===== src/rtl/prio_intc.sv =====
module prio_intc (
  input  logic        clk,
  input  logic        rst_n,
  input  logic [63:0] src_i,
  input  logic [7:0]  bus_addr,
  input  logic        bus_we,
  input  logic [31:0] bus_wdata,
  output logic [31:0] bus_rdata,
  output logic        fiq_o,
  output logic [5:0]  fiq_id_o,
  output logic        irq_o,
  output logic [5:0]  irq_id_o
);

  logic [63:0] src_q, pend, en, fiq_cls, rise, clr, act;
  logic [2:0]  pri [64];
  logic [31:0] ctl, base;
  logic        f_hit, i_hit;
  logic [5:0]  f_id, i_id;
  logic [2:0]  f_best, i_best;
  logic [31:0] f_entry, i_entry, pri_rd, rd_nxt;
  logic        wr_pri;
  logic [2:0]  pri_sel;

  assign rise = src_i & ~src_q;
  assign act  = pend & en;

  always_comb
    for (int i = 0; i < 64; i++) fiq_cls[i] = (pri[i] < 3'd2);

  assign clr[31:0]  = (bus_we && bus_addr == 8'h00) ? (bus_wdata &  fiq_cls[31:0]) :
                      (bus_we && bus_addr == 8'h08) ? (bus_wdata & ~fiq_cls[31:0]) : 32'd0;
  assign clr[63:32] = (bus_we && bus_addr == 8'h04) ? (bus_wdata &  fiq_cls[63:32]) :
                      (bus_we && bus_addr == 8'h0C) ? (bus_wdata & ~fiq_cls[63:32]) : 32'd0;

  assign pri_sel = 3'(bus_addr[7:2] - 6'd12);
  assign wr_pri  = bus_we && (bus_addr >= 8'h30) && (bus_addr <= 8'h4C) && (bus_addr[1:0] == 2'b00);

  always_comb begin
    f_hit = 1'b0; f_id = '0; f_best = 3'd7;
    i_hit = 1'b0; i_id = '0; i_best = 3'd7;
    for (int i = 0; i < 64; i++) begin
      if (act[i] && fiq_cls[i] && (!f_hit || pri[i] < f_best)) begin
        f_hit = 1'b1; f_id = 6'(i); f_best = pri[i];
      end
      if (act[i] && !fiq_cls[i] && (!i_hit || pri[i] < i_best)) begin
        i_hit = 1'b1; i_id = 6'(i); i_best = pri[i];
      end
    end
  end

  assign f_entry = base + (f_hit ? ({24'd0, f_id, 2'b00} + 32'd4) : 32'd0);
  assign i_entry = base + (i_hit ? ({24'd0, i_id, 2'b00} + 32'd4) : 32'd0);

  always_comb begin
    pri_rd = '0;
    for (int j = 0; j < 8; j++) pri_rd[4*j +: 3] = pri[{pri_sel, 3'(j)}];
  end

  always_comb begin
    case (bus_addr)
      8'h00: rd_nxt = pend[31:0]  &  fiq_cls[31:0];
      8'h04: rd_nxt = pend[63:32] &  fiq_cls[63:32];
      8'h08: rd_nxt = pend[31:0]  & ~fiq_cls[31:0];
      8'h0C: rd_nxt = pend[63:32] & ~fiq_cls[63:32];
      8'h10: rd_nxt = f_entry;
      8'h14: rd_nxt = i_entry;
      8'h18: rd_nxt = en[31:0];
      8'h1C: rd_nxt = en[63:32];
      8'h20: rd_nxt = ctl;
      8'h24: rd_nxt = base;
      8'h30, 8'h34, 8'h38, 8'h3C,
      8'h40, 8'h44, 8'h48, 8'h4C: rd_nxt = pri_rd;
      default: rd_nxt = '0;
    endcase
  end

  always_ff @(posedge clk) begin
    if (!rst_n) begin
      src_q     <= '0;
      pend      <= '0;
      en        <= '0;
      ctl       <= '0;
      base      <= '0;
      for (int i = 0; i < 64; i++) pri[i] <= 3'd7;
      bus_rdata <= '0;
      fiq_o     <= 1'b0;
      fiq_id_o  <= '0;
      irq_o     <= 1'b0;
      irq_id_o  <= '0;
    end else begin
      src_q <= src_i;
      pend  <= (pend & ~clr) | rise;
      if (bus_we) begin
        case (bus_addr)
          8'h18: en[31:0]  <= bus_wdata;
          8'h1C: en[63:32] <= bus_wdata;
          8'h20: ctl       <= bus_wdata;
          8'h24: base      <= bus_wdata;
          default: ;
        endcase
      end
      if (wr_pri)
        for (int j = 0; j < 8; j++) pri[{pri_sel, 3'(j)}] <= bus_wdata[4*j +: 3];
      bus_rdata <= rd_nxt;
      fiq_o     <= f_hit;
      fiq_id_o  <= f_id;
      irq_o     <= i_hit;
      irq_id_o  <= i_id;
    end
  end

endmodule


===== config.mk =====
export PLATFORM = sky130hd
export DESIGN_NAME = prio_intc
export DESIGN_NICKNAME = d
export VERILOG_FILES = /design/src/rtl/prio_intc.sv
export SDC_FILE = /design/constraint.sdc
export NUM_CORES = 2
export LEC_CHECK = 0
export BUFFER_PORTS_ARGS = -buffer_cell sky130_fd_sc_hd__buf_2
export CORE_ASPECT_RATIO = 0.8
export CORE_MARGIN = 4
export CORE_UTILIZATION = 55
export CTS_CLUSTER_SIZE = 8
export DETAILED_ROUTE_END_ITERATION = 7
export PLACE_DENSITY = 0.73
export SETUP_SLACK_MARGIN = 0.4
export SKIP_LAST_GASP = 1
export SLEW_MARGIN = 20
export SYNTH_ARGS = -nofsm -noshare
export SYNTH_HDL_FRONTEND = slang
export SYNTH_SLANG_ARGS = --single-unit

===== constraint.sdc =====
create_clock -name clk -period 100.9 [get_ports clk]
set_input_delay 5.045 -clock clk [delete_from_list [all_inputs] [get_ports clk]]
set_output_delay 5.045 -clock clk [all_outputs]
set_load 0.02 [all_outputs]

==> results.json <==
{
  "violations": "DRC",
  "wl_per_cell_um": 26.6,
  "ys_top_cells_by_area": "dfxtp_1, edfxtp_1, nand2_1, ha_1, a21oi_1",
  "timing.final.crit_share": 0.889,
  "yosys_warnings": 0,
  "r2r_end": "bus_rdata[16]",
  "async_flop_share": 0,
  "num_rows": 87,
  "synthesis.area_um2": 39800,
  "yosysUniqueCellTypes": 158,
  "io_pins": 153,
  "route.detailed.drc": 10,
  "leakage_nw": 17.2,
  "yosysMostFrequentCell": "nand2_1",
  "synth-edff-count": 192,
  "cts_max_path_buffers": 3,
  "grt_usage": 0.395,
  "synthCells": 4990,
  "grt_pass1_vias": 35700,
  "max_freq_ghz": 0.0112,
  "wl_um": 159000,
  "avgSynthCellArea_um2": 7.97,
  "tns_ns": 0,
  "synth.top_cell.area_share": 0.152,
  "dp_hpwl_um": 120000,
  "coreArea_um2": 71100,
  "syn-num-nets": 5239,
  "timing.hold.ws_ns": 0.461,
  "antenna_found_initial": 10,
  "p_per_area_nw_per_um2": 11.8,
  "cpPeakStageDelay_ns": 0.69,
  "grt_start_max_net_pins": 89,
  "peakVddDrop_mv": 0.0175,
  "crit_type": "reg -> reg",
  "grt_pass1_wl_um": 231000,
  "maxSlewHeadroom": 0.278,
  "ys_seq_area_frac": 0.297,
  "htreeDepth": 3,
  "cp-end-kind": "flip-flop",
  "area_delta_synth_final_pct": 8.11,
  "slowest_stage": "a21oi_1",
  "setup_viol": 0,
  "die_w_um": 309,
  "tightest_slew_ns": 1.08,
  "dieArea_um2": 76700,
  "synth_area_leader_cell": "dfxtp_1",
  "insertion_delay_ns": 0.64,
  "cp_data_required_time_ns": 101.35,
  "clk_pin_slew_worst_paths_ns": 0.06,
  "skew_ns": 0.0254,
  "cp.arrival_ns": 90.12,
  "status": "finished, violations left",
  "cts_made_buffers": 72,
  "timing.final.hold_violations": 0,
  "stdcell_count": 5987,
  "drive_gt1_frac": 0.110,
  "ff2ff_setup_slack_ns": 11.23,
  "crit_top_cell": "ha_1",
  "startpoint": "pri[0][2]",
  "first_iter_violations": 6437,
  "hold_start": "base[1]",
  "timing.rr.start": "pri[0][2]",
  "min_path_cells": 2,
  "cts.repair.resized": 0,
  "grt_setup_unrepaired": "no",
  "numPortBuffers": 152,
  "tritoncts": "done",
  "ys.flop_type": "dfxtp_1",
  "die_y_um": 248,
  "postCtsHoldBufs": 0,
  "place_inst": 5870,
  "min_path_type": "reg -> reg",
  "path_max_fanout": 14,
  "synth_common_cells": "nand2_1, nor2_1, a21oi_1",
  "num_vias": 40900,
  "worst_setup_path_start_kind": "flip-flop",
  "postRouteAntennaNets": 0,
  "post-cts-setup-buffers": 0,
  "ff2ff_path_depth": 453,
  "avgViaCountPerCell": 6.82,
  "grt_remaining_overflow": 0,
  "cts_root_buf": "clkbuf_16",
  "start_util": 0.559,
  "cts_sinks": 494,
  "fin_nets": 5259,
  "drv_cap": 0,
  "routabilityCongestion": 1.06,
  "finalCriticalPeriod_ns": 89.67,
  "synth-seq-cells": 494,
  "min_to": "base[1]",
  "finalMaxSlewViolations": 0,
  "first_pass_iters": 8
}
==> worst max path at each step <==
stage / to / slack, ns / depth (start not counted)
2_1_floorplan: bus_rdata[13] / 23.69 / 466
3_3_place_gp: bus_rdata[11] / 15.35 / 457
3_5_place_dp: bus_rdata[16] / 13.22 / 453
4_1_cts: bus_rdata[16] / 12.85 / 453
5_1_grt: bus_rdata[16] / 4.02 / 455
6_report: bus_rdata[16] / 11.23 / 453
==> worst max-delay path: cells and delay by family, from the launching register on <==
| kind | cells | cell delay, ns |
|---|---|---|
| AO/OA/AOI/OAI | 176 | 40.24 |
| XOR/XNOR | 1 | 0.16 |
| adder cells (fa/ha/maj) | 65 | 15.98 |
| buffers and inverters | 55 | 3.90 |
| flip-flops | 1 | 0.50 |
| multiplexers | 38 | 10.92 |
| AND/OR/NAND/NOR | 118 | 17.66 |
==> through the flow <==
stage | instance area, um^2 | util | power [mW] | setup WS, ns
floorplan | 39800 | - | 0.255 | 23.69
global placement | 40900 | 0.576 | 0.278 | 15.35
detailed placement | 40900 | 0.576 | 0.278 | 13.22
CTS | 43000 | 0.605 | 0.503 | 12.85
global route | 43000 | 0.605 | 0.516 | 4.02
finish | 43000 | 0.605 | 0.506 | 11.23
==> power by group <==
group          switching, mW  internal, mW  total (mW)  leakage, nW
Combinational         0.0285        0.0162      0.0447         11.8
Sequential            0.0184         0.215       0.233         4.40
Clock                 0.0938         0.134       0.228        0.990
Total                  0.141         0.365       0.506         17.2
==> final cells by class <==
cell class / instances / area, um^2
well taps: 934 / 1170
clock buffers: 107 / 1960
inverters: 204 / 766
flip-flops and latches: 494 / 11800
clock inverters: 8 / 92.6
repair buffers: 195 / 1090
multi-input cells: 4043 / 26100
fillers: 6350 / 28100
diodes: 2 / 5.00
==> layer usage <==
layer  up-vias  global-route usage  share of wire
li1      18300                   -              -
met1     19100               0.573           0.40
met2      2990               0.549           0.40
met3       444               0.112           0.15
met4         6               0.156          0.048
met5         -                   0        0.00060
==> logic make-up (layout without fill, tap and decap cells) <==
group	count (synthesis)	count (layout)	synth area share
AND/OR/NAND/NOR	2152	2152	0.266
AO/OA/AOI/OAI	1491	1491	0.261
flip-flops	494	494	0.297
buffers and inverters	453	514	0.0490
multiplexers	208	208	0.0706
adder cells (fa/ha/maj)	160	160	0.0494
XOR/XNOR	32	32	0.00705
other	0	2	0
==> sequential cells by signal, summed over array words and instances, names as in the netlist, 6 cells and up <==
name	flops
src_q	64
fiq_id_o	6
irq_id_o	6
base	32
pend	64
bus_rdata	32
pri	192
ctl	32
en	64
==> cell usage in the layout (no fill, tap or decap), types with 78 or more instances in the layout <==
master / count
a21boi_0: 146
a21o_1: 83
a21oi_1: 316
and2_1: 109
buf_2: 150
dfxtp_1: 302
edfxtp_1: 192
ha_1: 141
inv_1: 204
mux2i_1: 85
nand2_1: 714
nand2b_1: 135
nand3_1: 157
nor2_1: 413
nor2b_1: 153
o211ai_1: 78
o21ai_0: 299
or3_1: 174
Note: power is estimated with default switching activity, not from simulation.
